<file path="config.mk">
export PLATFORM = sky130hd
export DESIGN_NAME = rx_polarity_corrector
export DESIGN_NICKNAME = d
export VERILOG_FILES = /design/src/rtl/rx_polarity_pkg.sv /design/src/rtl/etd_event_decode.sv /design/src/rtl/etd_run_counter.sv /design/src/rtl/rx_invert_reg.sv /design/src/rtl/rx_polarity_corrector.sv
export SDC_FILE = /design/constraint.sdc
export NUM_CORES = 1
export LEC_CHECK = 0
export ABC_AREA = 1
export BUFFER_PORTS_ARGS = -buffer_cell sky130_fd_sc_hd__buf_2
export CELL_PAD_IN_SITES_DETAIL_PLACEMENT = 1
export CELL_PAD_IN_SITES_GLOBAL_PLACEMENT = 1
export CORE_AREA = 3 3 40 42
export CTS_CLUSTER_DIAMETER = 120
export DETAILED_ROUTE_END_ITERATION = 10
export DIE_AREA = 0 0 43 45
export GPL_TIMING_DRIVEN = 0
export PLACE_DENSITY_LB_ADDON = 0.1
export REMOVE_ABC_BUFFERS = 1
export SLEW_MARGIN = 10
export SYNTH_ARGS = -nofsm -noshare
export SYNTH_HDL_FRONTEND = slang
export SYNTH_SLANG_ARGS = --single-unit
</file>
<file path="constraint.sdc">
create_clock -name clk -period 1.45 [get_ports clk]
set_input_delay 0.0725 -clock clk [delete_from_list [all_inputs] [get_ports clk]]
set_output_delay 0.0725 -clock clk [all_outputs]
set_load 0.03 [all_outputs]
</file>
<file path="src/rtl/rx_polarity_pkg.sv">
package rx_polarity_pkg;

  // Event the decoder hands to the run counter and the invert register
  typedef enum logic [1:0] {
    EV_NONE  = 2'd0,
    EV_TAKE  = 2'd1,  // valid ETD that sets a new reference
    EV_AGREE = 2'd2,  // valid ETD that confirms the reference
    EV_BREAK = 2'd3   // invalid ETD, the run is broken
  } etd_event_e;

  // A valid ETD confirms only if a run is open and its polarity matches
  function automatic logic etd_confirms(input logic run_open,
                                        input logic seen_rev,
                                        input logic cur_inv);
    return run_open && (seen_rev == cur_inv);
  endfunction

  // Next run length for an event; link failure is handled by the caller
  function automatic int unsigned run_next(input etd_event_e ev,
                                           input int unsigned cur);
    case (ev)
      EV_TAKE:  return 1;
      EV_AGREE: return cur + 1;
      EV_BREAK: return 0;
      default:  return cur;
    endcase
  endfunction

endpackage

</file>
<file path="src/rtl/etd_event_decode.sv">
module etd_event_decode
  import rx_polarity_pkg::*;
(
  input  logic       frame_end,
  input  logic       etd_valid,
  input  logic       etd_reversed,
  input  logic       locked,
  input  logic       run_open,
  input  logic       cur_invert,
  output etd_event_e ev
);

  always_comb begin
    ev = EV_NONE;
    if (frame_end && !locked) begin
      if (!etd_valid)
        ev = EV_BREAK;
      else if (etd_confirms(run_open, etd_reversed, cur_invert))
        ev = EV_AGREE;
      else
        ev = EV_TAKE;
    end
  end

endmodule

</file>
<file path="src/rtl/etd_run_counter.sv">
module etd_run_counter
  import rx_polarity_pkg::*;
#(
  parameter int unsigned LOCK_COUNT = 2,
  localparam int unsigned RUN_W = $clog2(LOCK_COUNT + 1)
)(
  input  logic       clk,
  input  logic       rst_n,
  input  logic       link_fail,
  input  etd_event_e ev,
  output logic       run_open,
  output logic       locked
);

  logic [RUN_W-1:0] run_q;
  logic [RUN_W-1:0] run_d;

  always_comb begin
    run_d = RUN_W'(run_next(ev, int'(run_q)));
  end

  always_ff @(posedge clk) begin
    if (!rst_n || link_fail)
      run_q <= '0;
    else
      run_q <= run_d;
  end

  assign run_open = (run_q != '0);
  assign locked   = (run_q == RUN_W'(LOCK_COUNT));

  // once locked, only link failure can move the run
  assert_lock_holds_R6: assert property (@(posedge clk) disable iff (!rst_n)
    locked && !link_fail |=> locked);

  // link failure clears the lock on the same edge
  assert_fail_unlocks_R7: assert property (@(posedge clk) disable iff (!rst_n)
    link_fail |=> !locked);

  // an invalid ETD leaves no open run
  assert_break_closes_R5: assert property (@(posedge clk) disable iff (!rst_n)
    ev == EV_BREAK && !link_fail |=> !run_open);

endmodule

</file>
<file path="src/rtl/rx_invert_reg.sv">
module rx_invert_reg
  import rx_polarity_pkg::*;
(
  input  logic       clk,
  input  logic       rst_n,
  input  logic       link_fail,
  input  etd_event_e ev,
  input  logic       etd_reversed,
  output logic       invert
);

  always_ff @(posedge clk) begin
    if (!rst_n || link_fail)
      invert <= 1'b0;
    else if (ev == EV_TAKE)
      invert <= etd_reversed;
  end

endmodule

</file>
<file path="src/rtl/rx_polarity_corrector.sv">
module rx_polarity_corrector
  import rx_polarity_pkg::*;
#(
  parameter int unsigned LOCK_COUNT = 2
)(
  input  logic clk,
  input  logic rst_n,
  input  logic link_fail,
  input  logic frame_end,
  input  logic etd_valid,
  input  logic etd_reversed,
  output logic rx_invert,
  output logic pol_reversed,
  output logic pol_locked
);

  // Internal events, brought out as named wires for the assertions
  etd_event_e ev;
  logic       run_open;
  logic       locked;
  logic       invert;

  etd_event_decode u_decode (
    .frame_end    (frame_end),
    .etd_valid    (etd_valid),
    .etd_reversed (etd_reversed),
    .locked       (locked),
    .run_open     (run_open),
    .cur_invert   (invert),
    .ev           (ev)
  );

  etd_run_counter #(.LOCK_COUNT(LOCK_COUNT)) u_run (
    .clk       (clk),
    .rst_n     (rst_n),
    .link_fail (link_fail),
    .ev        (ev),
    .run_open  (run_open),
    .locked    (locked)
  );

  rx_invert_reg u_inv (
    .clk          (clk),
    .rst_n        (rst_n),
    .link_fail    (link_fail),
    .ev           (ev),
    .etd_reversed (etd_reversed),
    .invert       (invert)
  );

  assign rx_invert    = invert;
  assign pol_reversed = invert;
  assign pol_locked   = locked;

  // an armed valid frame leaves the invert control at its polarity
  assert_follow_etd_R2: assert property (@(posedge clk) disable iff (!rst_n)
    frame_end && etd_valid && !pol_locked && !link_fail
      |=> rx_invert == $past(etd_reversed));

  // an invalid ETD never moves the invert control
  assert_invalid_keeps_R5: assert property (@(posedge clk) disable iff (!rst_n)
    frame_end && !etd_valid && !link_fail |=> $stable(rx_invert));

  // locked decision is frozen
  assert_locked_frozen_R6: assert property (@(posedge clk) disable iff (!rst_n)
    pol_locked && !link_fail |=> $stable(rx_invert));

  // link failure returns the invert control to normal
  assert_fail_clears_R7: assert property (@(posedge clk) disable iff (!rst_n)
    link_fail |=> !rx_invert);

  // nothing moves between frames
  assert_idle_stable_R9: assert property (@(posedge clk) disable iff (!rst_n)
    !frame_end && !link_fail |=> $stable(rx_invert) && $stable(pol_locked));

  // a lock only ever follows a valid frame that agreed
  assert_lock_cause_R3: assert property (@(posedge clk) disable iff (!rst_n)
    $rose(pol_locked) |-> $past(frame_end && etd_valid && !link_fail
                                 && etd_reversed == rx_invert));

endmodule

</file>
Word-level counts from Yosys, hierarchy flattened
Index checks and enable logic that the tools add are counted.

cells by class
  reduce and logical (&&, ||, !) cells = 7
  equality and inequality tests = 5
  multiplexer cells = 4
  add/subtract/negate cells = 1

operators with widths
  operator             count
  $eq 2x2->1 const B   3
  $mux 2               3
  $pmux 2 s3           1
  $reduce_bool 3->1    1
  $add 2x1->2 const B  1
  $eq 2x1->1 const B   1
  $logic_and 1x1->1    2
  $logic_not 1->1      2
  $reduce_bool 2->1    1
  $eq 1x1->1           1
  $logic_or 1x1->1     1

word-level totals
  input bits = 6
  output and inout port bits = 3
  register bits after elaboration = 3

Logic depth before layout (Yosys ltp)
Gate-level depths: netlist of the first run.

  depth after elaboration = 7
  gate-level depth with buffers = 8

Modules after synthesis
Synthesis of the first run repeated with hierarchy kept, for this count alone.

unflattened totals
  cells, all modules = 41
  area total of the unflattened synthesis = 256.5 um^2

modules (own cells, without submodules)
  module                 area each (um^2)  cells an instance  instances
  etd_run_counter        136.4             20                 1
  rx_invert_reg          60.1              9                  1
  etd_event_decode       52.6              11                 1
  rx_polarity_corrector  7.5               1                  1

Worst setup path after synthesis of the first run
OpenSTA, ideal clock, no wires.

  path kind = reg-to-reg
  start = reg u_run.run_q[0]
  end = reg u_inv.invert
  arrival = 1.128 ns
  cell stages (with the launch flop) = 9
  path slack = 0.206 ns
  setup time = 0.116 ns
  cells stage by stage = dfxtp_1 -> inv_1 -> ha_1 -> inv_1 -> nand2_4 -> nor2_1 -> nand3_1 -> nand2_1 -> nor2_1

between the ends
  elaborated cells on any way between the ends = 9
  classes of those cells = 2 x eq/ne; 3 x mux; 4 x reduce/logical

RTL lines
  what                      RTL line                     RTL
  start: declaration        etd_run_counter.sv:15        logic [RUN_W-1:0] run_q;
  start signal: assignment  etd_run_counter.sv:26        run_q <= run_d;
  $eq 2x2->1                etd_run_counter.sv:30        assign locked = (run_q == RUN_W'(LOCK_COUNT));
  named net pol_locked      rx_polarity_corrector.sv:14  output logic pol_locked
  $logic_not 1->1           etd_event_decode.sv:15       if (frame_end && !locked) begin
  $logic_and 1x1->1         etd_event_decode.sv:15
  $mux 2                    etd_event_decode.sv:15
  $eq 2x1->1                rx_invert_reg.sv:15          else if (ev == EV_TAKE)
  end signal: assignment    rx_invert_reg.sv:16          invert <= etd_reversed;
  end: declaration          rx_invert_reg.sv:9           output logic invert

The timed path passes the listed nets, and every way through them passes these cells.
A chain may end at the register's enable or synchronous reset.

Final worst setup path of the first run
  start = reg u_run.run_q[0]
  end = reg u_inv.invert

between the ends
  word-level cells in the longest chain between the ends = 6
  elaborated cells on any way between the ends = 9
  classes of those cells = 2 x eq/ne; 3 x mux; 4 x reduce/logical

ends and longest elaborated chain
  what               RTL line                RTL
  $reduce_bool 2->1  etd_run_counter.sv:29   assign run_open = (run_q != '0);
  $logic_and 1x1->1  rx_polarity_pkg.sv:15   return run_open && (seen_rev == cur_inv);
  $mux 2             etd_event_decode.sv:18  else if (etd_confirms(run_open, etd_reversed, cur_invert))
  $mux 2             etd_event_decode.sv:16  if (!etd_valid)
  $mux 2 (*)         etd_event_decode.sv:15
  $eq 2x1->1 (*)     rx_invert_reg.sv:15

Mark *: on every way between the ends. The rest lies on a longest branch, timed or not.

==> summary.log, run 1 <==
INFO  outcome        status=finished, final reports clean
INFO  placement      place.gp.congestion=0.623
INFO  clock_network  tritoncts=yes
INFO  sta            fmaxAchievable=856MHz
INFO  floorplan      io-pin-count=9
INFO  drt            drt.antenna.violating_nets=0
INFO  clock_network  clockRootBuffer=clkbuf_4
INFO  clock_network  postCtsSetupRepairBufs=0
INFO  synthesis      netlist.top_cell.by_area=dfxtp_1
INFO  floorplan      num_rows=13
INFO  sta            timing.clock.skew=0.00112ns
INFO  placement      post_dp_cell_area=289µm²
INFO  worst_setup_path path_class=reg -> reg
INFO  worst_setup_path cp.arrival=1.29ns
INFO  clock_network  cts.repair.resized=0
INFO  final_layout   area_growth=32.6%
INFO  clock_network  cts_made_buffers=3
INFO  floorplan      starting_utilization_of_the_core_area=0.185
INFO  sta            final-setup-viol-count=0
INFO  clock_network  clkLatencyLatePin=0.23ns
INFO  floorplan      core-area=1280µm²
INFO  clock_network  hold_buffers=0
INFO  final_layout   mostFrequentLayoutCells=inv_1 (9), buf_2 (8), nand2_1 (5)
INFO  synthesis      seq_area_frac_synth=0.253
INFO  worst_setup_path critical-path-slowest-cell=dfxtp_1
INFO  worst_setup_path crit_fanout=4
INFO  clock_network  numClockSinks=3
INFO  hold_path      hold_path_class=in -> reg
INFO  placement      port_buffers=8
INFO  clock_network  htree_levels=1
INFO  synthesis      yosys_register_bits=3
INFO  drt            vias_per_cell=3.73
INFO  final_layout   finalCoreUtilization=0.245
INFO  drt            routed_wl=466µm
INFO  global_route   antenna_found_initial=0
INFO  sta            time_the_worst_path_needs_with_i_o_delays_and_setup=1.17ns
INFO  sta            final_min_period_over_clock_period=0.805
INFO  global_route   globalRouteOverflowTotal=0
INFO  placement      place.detailed.instances=56
INFO  sta            totalNegativeSetupSlack=0ns
INFO  worst_setup_path worst_setup_path_end_kind=flip-flop
INFO  power          static-leakage-power=0.167nW
INFO  clock_network  clk_pin_slew=0.04ns
INFO  sta            finalHoldViolCount=0
INFO  worst_setup_path worst_setup_path_start_kind=flip-flop
INFO  floorplan      floorplan.die_area=1940µm²
INFO  synthesis      yosys_warning_count=0
INFO  synthesis      synthDistinctLibCells=13
INFO  synthesis      synth.top_cell.area_share=0.253
INFO  final_layout   final_common_cell=inv_1
INFO  drt            routed_wire_length_per_instance=7.77µm
INFO  drt            initialDrtViolationCount=3
INFO  floorplan      die_x=43µm
INFO  drt            dr_total_vias=224
INFO  synthesis      syn_area=238µm²
INFO  global_route   first_global_vias=204
INFO  final_layout   postLayoutCellArea=315µm²
INFO  worst_setup_path crit_chain=inv_1 > ha_1 > inv_1 > nand2_4 > nor2_1 > nand3_1 > nand2_1 > nor2_1
INFO  clock_network  cts.path.max_buffers=2
INFO  synthesis      syn_inst=34
INFO  drt            drtPass1Iterations=3
INFO  sta            worst_slew_pin_slew=0.157ns
INFO  sta            timing.final.max_slew_violations=0
INFO  placement      dp_slack=0.260ns
INFO  worst_setup_path worst_path_largest_cell_delay=0.32ns
INFO  sta            layout_setup_ws=0.282ns
INFO  synthesis      avgSynthCellArea=6.99µm²
INFO  final_layout   finish.net_count=54
INFO  global_route   grt_max_degree=6
INFO  sta            worst_slew_margin_rel=0.895
INFO  power          powerDensity=912nW/µm²
INFO  final_layout   antenna_cells_inserted=0
INFO  synthesis      synth_area_leaders=dfxtp_1 (25%), inv_1 (14%), ha_1 (11%)
INFO  final_layout   drive_above_1_share=0.333
INFO  sta            rsz0062_at_grt=no
INFO  global_route   grt_util_all_layers=0.0565
INFO  power          power.ir.vdd_worst=201µV
INFO  global_route   grt_pass1_wl=752µm
INFO  job            drv.max_cap_violation_count=0
INFO  worst_setup_path worst-endpoint-required=1.58ns
INFO  placement      detailedPlacementHpwl=406µm
INFO  final_layout   non_filler_instances=60
INFO  floorplan      die_height=45µm
INFO  drt            post-route-drc-count=0
metrics by stage:
| step | hold slack, ns | power, mW |
|---|---|---|
| 4_1_cts | 0.116 | 0.297 |
| 2_1_floorplan | 0.215 | 0.125 |
| 3_5_place_dp | 0.369 | 0.143 |
| 5_1_grt | 0.132 | 0.307 |
| 3_3_place_gp | 0.369 | 0.142 |
| 6_report | 0.120 | 0.288 |
area by class of cell:
type | instances | area, µm²
well taps | 15 | 18.8
clock buffers | 4 | 26.3
fillers | 163 | 970
flip-flops and latches | 3 | 60.1
inverters | 9 | 33.8
multi-input cells | 21 | 136
repair buffers | 8 | 40.0
layer usage:
metal | vias to the layer above | wire length (µm) | part of all wire | global-route usage
met2 | 5 | 225 | 0.48 | 0.0838
met3 | 0 | 27 | 0.058 | 0.0239
met5 | - | 0 | 0 | 0
li1 | 121 | - | - | -
met4 | 0 | 0 | 0 | 0.0542
met1 | 98 | 213 | 0.46 | 0.0598
final timing paths:
check,slack (ns),from,to,cells past startpoint
min,0.12,etd_valid,u_run.run_q[0],3
min reg2reg,0.53,u_inv.invert,u_inv.invert,2
max reg2reg,0.28,u_run.run_q[0],u_inv.invert,8
max,0.28,u_run.run_q[0],u_inv.invert,8
cells in the mapped netlist:
cell type	n
nor2_8	1
nor2_2	1
nand2_1	5
nand2_4	1
nand3_1	1
a21oi_1	3
dfxtp_1	3
nand3_2	1
ha_1	2
buf_4	1
nor2_1	4
o21ai_0	2
inv_1	9
worst max-delay path: cells and delay by family (launching register included):
| family | cells | cell delay (ns) |
|---|---|---|
| AND/OR/NAND/NOR | 5 | 0.37 |
| adder cells (fa/ha/maj) | 1 | 0.21 |
| buffers and inverters | 2 | 0.17 |
| flip-flops | 1 | 0.32 |
flip-flops by register name (all words and copies together), names as in the netlist:
signal and cells:
u_run.run_q 2, u_inv.invert 1
kinds of logic after synthesis:
family / count (synthesis) / synth area share
buffers and inverters: 10 / 0.174
adder cells (fa/ha/maj): 2 / 0.105
AND/OR/NAND/NOR: 14 / 0.363
AO/OA/AOI/OAI: 5 / 0.105
flip-flops: 3 / 0.253
where the power goes:
| group | internal (mW) | leakage [nW] | switching (mW) |
|---|---|---|---|
| Clock | 0.103 | 0.0150 | 0.0446 |
| Sequential | 0.0864 | 0.0245 | 0.00239 |
| Combinational | 0.0199 | 0.128 | 0.0311 |
| Total | 0.209 | 0.167 | 0.0781 |
(Power assumes the default switching activity.)
==> run 2: changes to the inputs <==
==> constraint.sdc (replaced) <==
create_clock -name clk -period 1.2 [get_ports clk]
set_input_delay 0.06 -clock clk [delete_from_list [all_inputs] [get_ports clk]]
set_output_delay 0.06 -clock clk [all_outputs]
set_load 0.03 [all_outputs]
==> summary.log, run 2 (same netlist as run 1, synthesis figures left out) <==
INFO  final_layout   reg.largest.list=u_run.run_q: 2 flops, u_inv.invert: 1 flops
INFO  worst_setup_path cp.arrival=1.24ns [-0.05 ns]
INFO  job            drv.max_cap_violation_count=0 [unchanged]
INFO  worst_setup_path path_class=reg -> reg
INFO  outcome        status=finished, final reports clean
INFO  power          power.ir.vdd_worst=243µV [+21%]
INFO  final_layout   regMostFlops=u_run.run_q
INFO  drt            post-route-drc-count=0 [unchanged]
INFO  placement      place.detailed.instances=56 [unchanged]
INFO  sta            final_min_period_over_clock_period=0.924 [+0.119]
INFO  worst_setup_path crit_fanout=4 [unchanged]
INFO  clock_network  numClockSinks=3 [unchanged]
INFO  drt            routed_wl=473µm [+1.5%]
INFO  clock_network  cts_made_buffers=3 [unchanged]
INFO  worst_setup_path ff2ff_path_depth=8 [unchanged]
INFO  sta            rsz0062_at_grt=yes
INFO  sta            totalNegativeSetupSlack=0ns [unchanged]
INFO  sta            finalHoldViolCount=0 [unchanged]
INFO  global_route   first_global_vias=204 [unchanged]
INFO  sta            worst_slew_pin_slew=0.157ns [unchanged]
INFO  floorplan      num_rows=13 [unchanged]
INFO  clock_network  hold_buffers=0 [unchanged]
INFO  floorplan      die_x=43µm [unchanged]
INFO  global_route   globalRouteOverflowTotal=0 [unchanged]
INFO  final_layout   mostFrequentLayoutCells=inv_1 (8), buf_2 (8), nand2_1 (5)
INFO  clock_network  clk_pin_slew=0.04ns [about the same]
INFO  clock_network  htree_levels=1 [unchanged]
INFO  power          powerDensity=1080nW/µm² [+19%]
INFO  final_layout   antenna_cells_inserted=0 [unchanged]
INFO  power          p_int=0.255mW [+22%]
INFO  placement      dp_slack=0.00958ns [-0.250 ns]
INFO  global_route   grt_util_all_layers=0.0565 [unchanged]
INFO  drt            vias_per_cell=3.78 [+1.3%]
INFO  drt            drtPass1Iterations=3 [unchanged]
INFO  drt            routed_wire_length_per_instance=7.88µm [+1.5%]
INFO  final_layout   largest_register_ffs=2 [unchanged]
INFO  hold_path      hold_path_class=in -> reg
INFO  floorplan      floorplan.die_area=1940µm² [unchanged]
INFO  floorplan      core-area=1280µm² [unchanged]
INFO  floorplan      io-pin-count=9 [unchanged]
INFO  global_route   grt_pass1_wl=752µm [unchanged]
INFO  placement      detailedPlacementHpwl=406µm [unchanged]
INFO  power          power.share.switching=0.274 [+0.00298]
INFO  clock_network  cts.path.max_buffers=2 [unchanged]
INFO  sta            time_the_worst_path_needs_with_i_o_delays_and_setup=1.11ns [-0.0591 ns]
INFO  power          p_seq_frac=0.306 [-0.003]
INFO  sta            timing.final.max_slew_violations=0 [unchanged]
INFO  clock_network  clockRootBuffer=clkbuf_4
INFO  placement      port_buffers=8 [unchanged]
INFO  clock_network  clkLatencyLatePin=0.23ns [about the same]
INFO  floorplan      die_height=45µm [unchanged]
INFO  clock_network  tritoncts=yes
INFO  worst_setup_path worst_setup_path_start_kind=flip-flop
INFO  sta            layout_setup_ws=0.0914ns [-0.191 ns]
INFO  drt            drt.antenna.violating_nets=0 [unchanged]
INFO  final_layout   drive_above_1_share=0.422 [+0.0889]
INFO  final_layout   non_filler_instances=60 [unchanged]
INFO  power          netSwitchingPower=0.0963mW [+23%]
INFO  sta            fmaxAchievable=902MHz [+5.3%]
INFO  placement      place.gp.congestion=0.623 [unchanged]
INFO  floorplan      starting_utilization_of_the_core_area=0.185 [unchanged]
INFO  clock_network  postCtsSetupRepairBufs=0 [unchanged]
INFO  worst_setup_path worst_setup_path_end_kind=flip-flop
INFO  hold_path      worstHoldPathCells=3 [unchanged]
INFO  sta            final-setup-viol-count=0 [unchanged]
INFO  global_route   antenna_found_initial=0 [unchanged]
INFO  worst_setup_path worst-endpoint-required=1.33ns [-0.25 ns]
INFO  sta            timing.clock.skew=0.00112ns [unchanged]
INFO  global_route   grt_max_degree=6 [unchanged]
INFO  power          static-leakage-power=0.167nW [-0.32%]
INFO  final_layout   finish.net_count=54 [unchanged]
INFO  drt            initialDrtViolationCount=3 [unchanged]
INFO  clock_network  cts.repair.resized=1 [+1]
INFO  final_layout   layout_fillers=161 [-1.2%]
INFO  final_layout   area_growth=36.3%
INFO  drt            dr_total_vias=227 [+1.3%]
INFO  power          comb_power_share=0.185 [+0.008]
INFO  power          power.share.clock=0.509 [-0.005]
INFO  sta            worst_slew_margin_rel=0.895 [unchanged]
INFO  final_layout   sequential_cell_area=60.1µm² [unchanged]
INFO  final_layout   multiInputGateArea=145µm² [+6.4%]
## run 2: changes by cell type in the layout (fill, tap and decap cells not counted)
cell / delta
ha_2: +1
a21oi_2: +1
inv_2: +1
ha_1: -1
inv_1: -1
nor2_1: -1
a21oi_1: -1
nor2_2: +1
## run 2: final timing paths
check / from / end / slack, ns
setup / recovery: u_run.run_q[0] / u_inv.invert / 0.09
hold / removal: etd_valid / u_run.run_q[0] / 0.11
hold reg to reg: u_inv.invert / u_inv.invert / 0.52
setup reg to reg: u_run.run_q[0] / u_inv.invert / 0.09
## run 2: routing by layer
metal / vias to the layer above / share of wire / global-route usage
li1: 121 / - / -
met1: 101 / 0.45 / 0.0598
met2: 5 / 0.49 / 0.0838
met3: 0 / 0.057 / 0.0239
met4: 0 / 0 / 0.0542
met5: - / 0 / 0
## run 2: area by class of cell
| cell class | instances | area share |
|---|---|---|
| inverters | 9 | 0.104 |
| clock buffers | 4 | 0.0811 |
| flip-flops and latches | 3 | 0.185 |
| multi-input cells | 21 | 0.448 |
| repair buffers | 8 | 0.124 |
| well taps | 15 | 0.0579 |
## run 2: critical path: stages, from the launching register on
cell and delay (ns):
dfxtp_1 0.32, inv_1 0.08, ha_2 0.19, inv_2 0.06, nand2_4 0.05, nor2_2 0.11
nand3_1 0.09, nand2_1 0.06, nor2_1 0.03
## run 2: per-stage QoR
| step | hold slack, ns | area, µm² | util | power [mW] |
|---|---|---|---|---|
| finish | 0.108 | 324 | 0.252 | 0.351 |
| global route | 0.120 | 324 | 0.252 | 0.374 |
| CTS | 0.103 | 318 | 0.247 | 0.359 |
| detailed placement | 0.356 | 289 | 0.225 | 0.172 |
| global placement | 0.356 | 289 | 0.225 | 0.171 |
| floorplan | 0.202 | 230 | - | 0.151 |
## run 2: power groups by stage
stage	Combinational, mW	Sequential, mW	Clock, mW
after floorplan	0.0377	0.113	0
after global placement	0.0626	0.109	0
after detailed placement	0.0634	0.109	0
after CTS	0.0645	0.107	0.188
after global routing	0.0734	0.108	0.192
final	0.0648	0.107	0.179
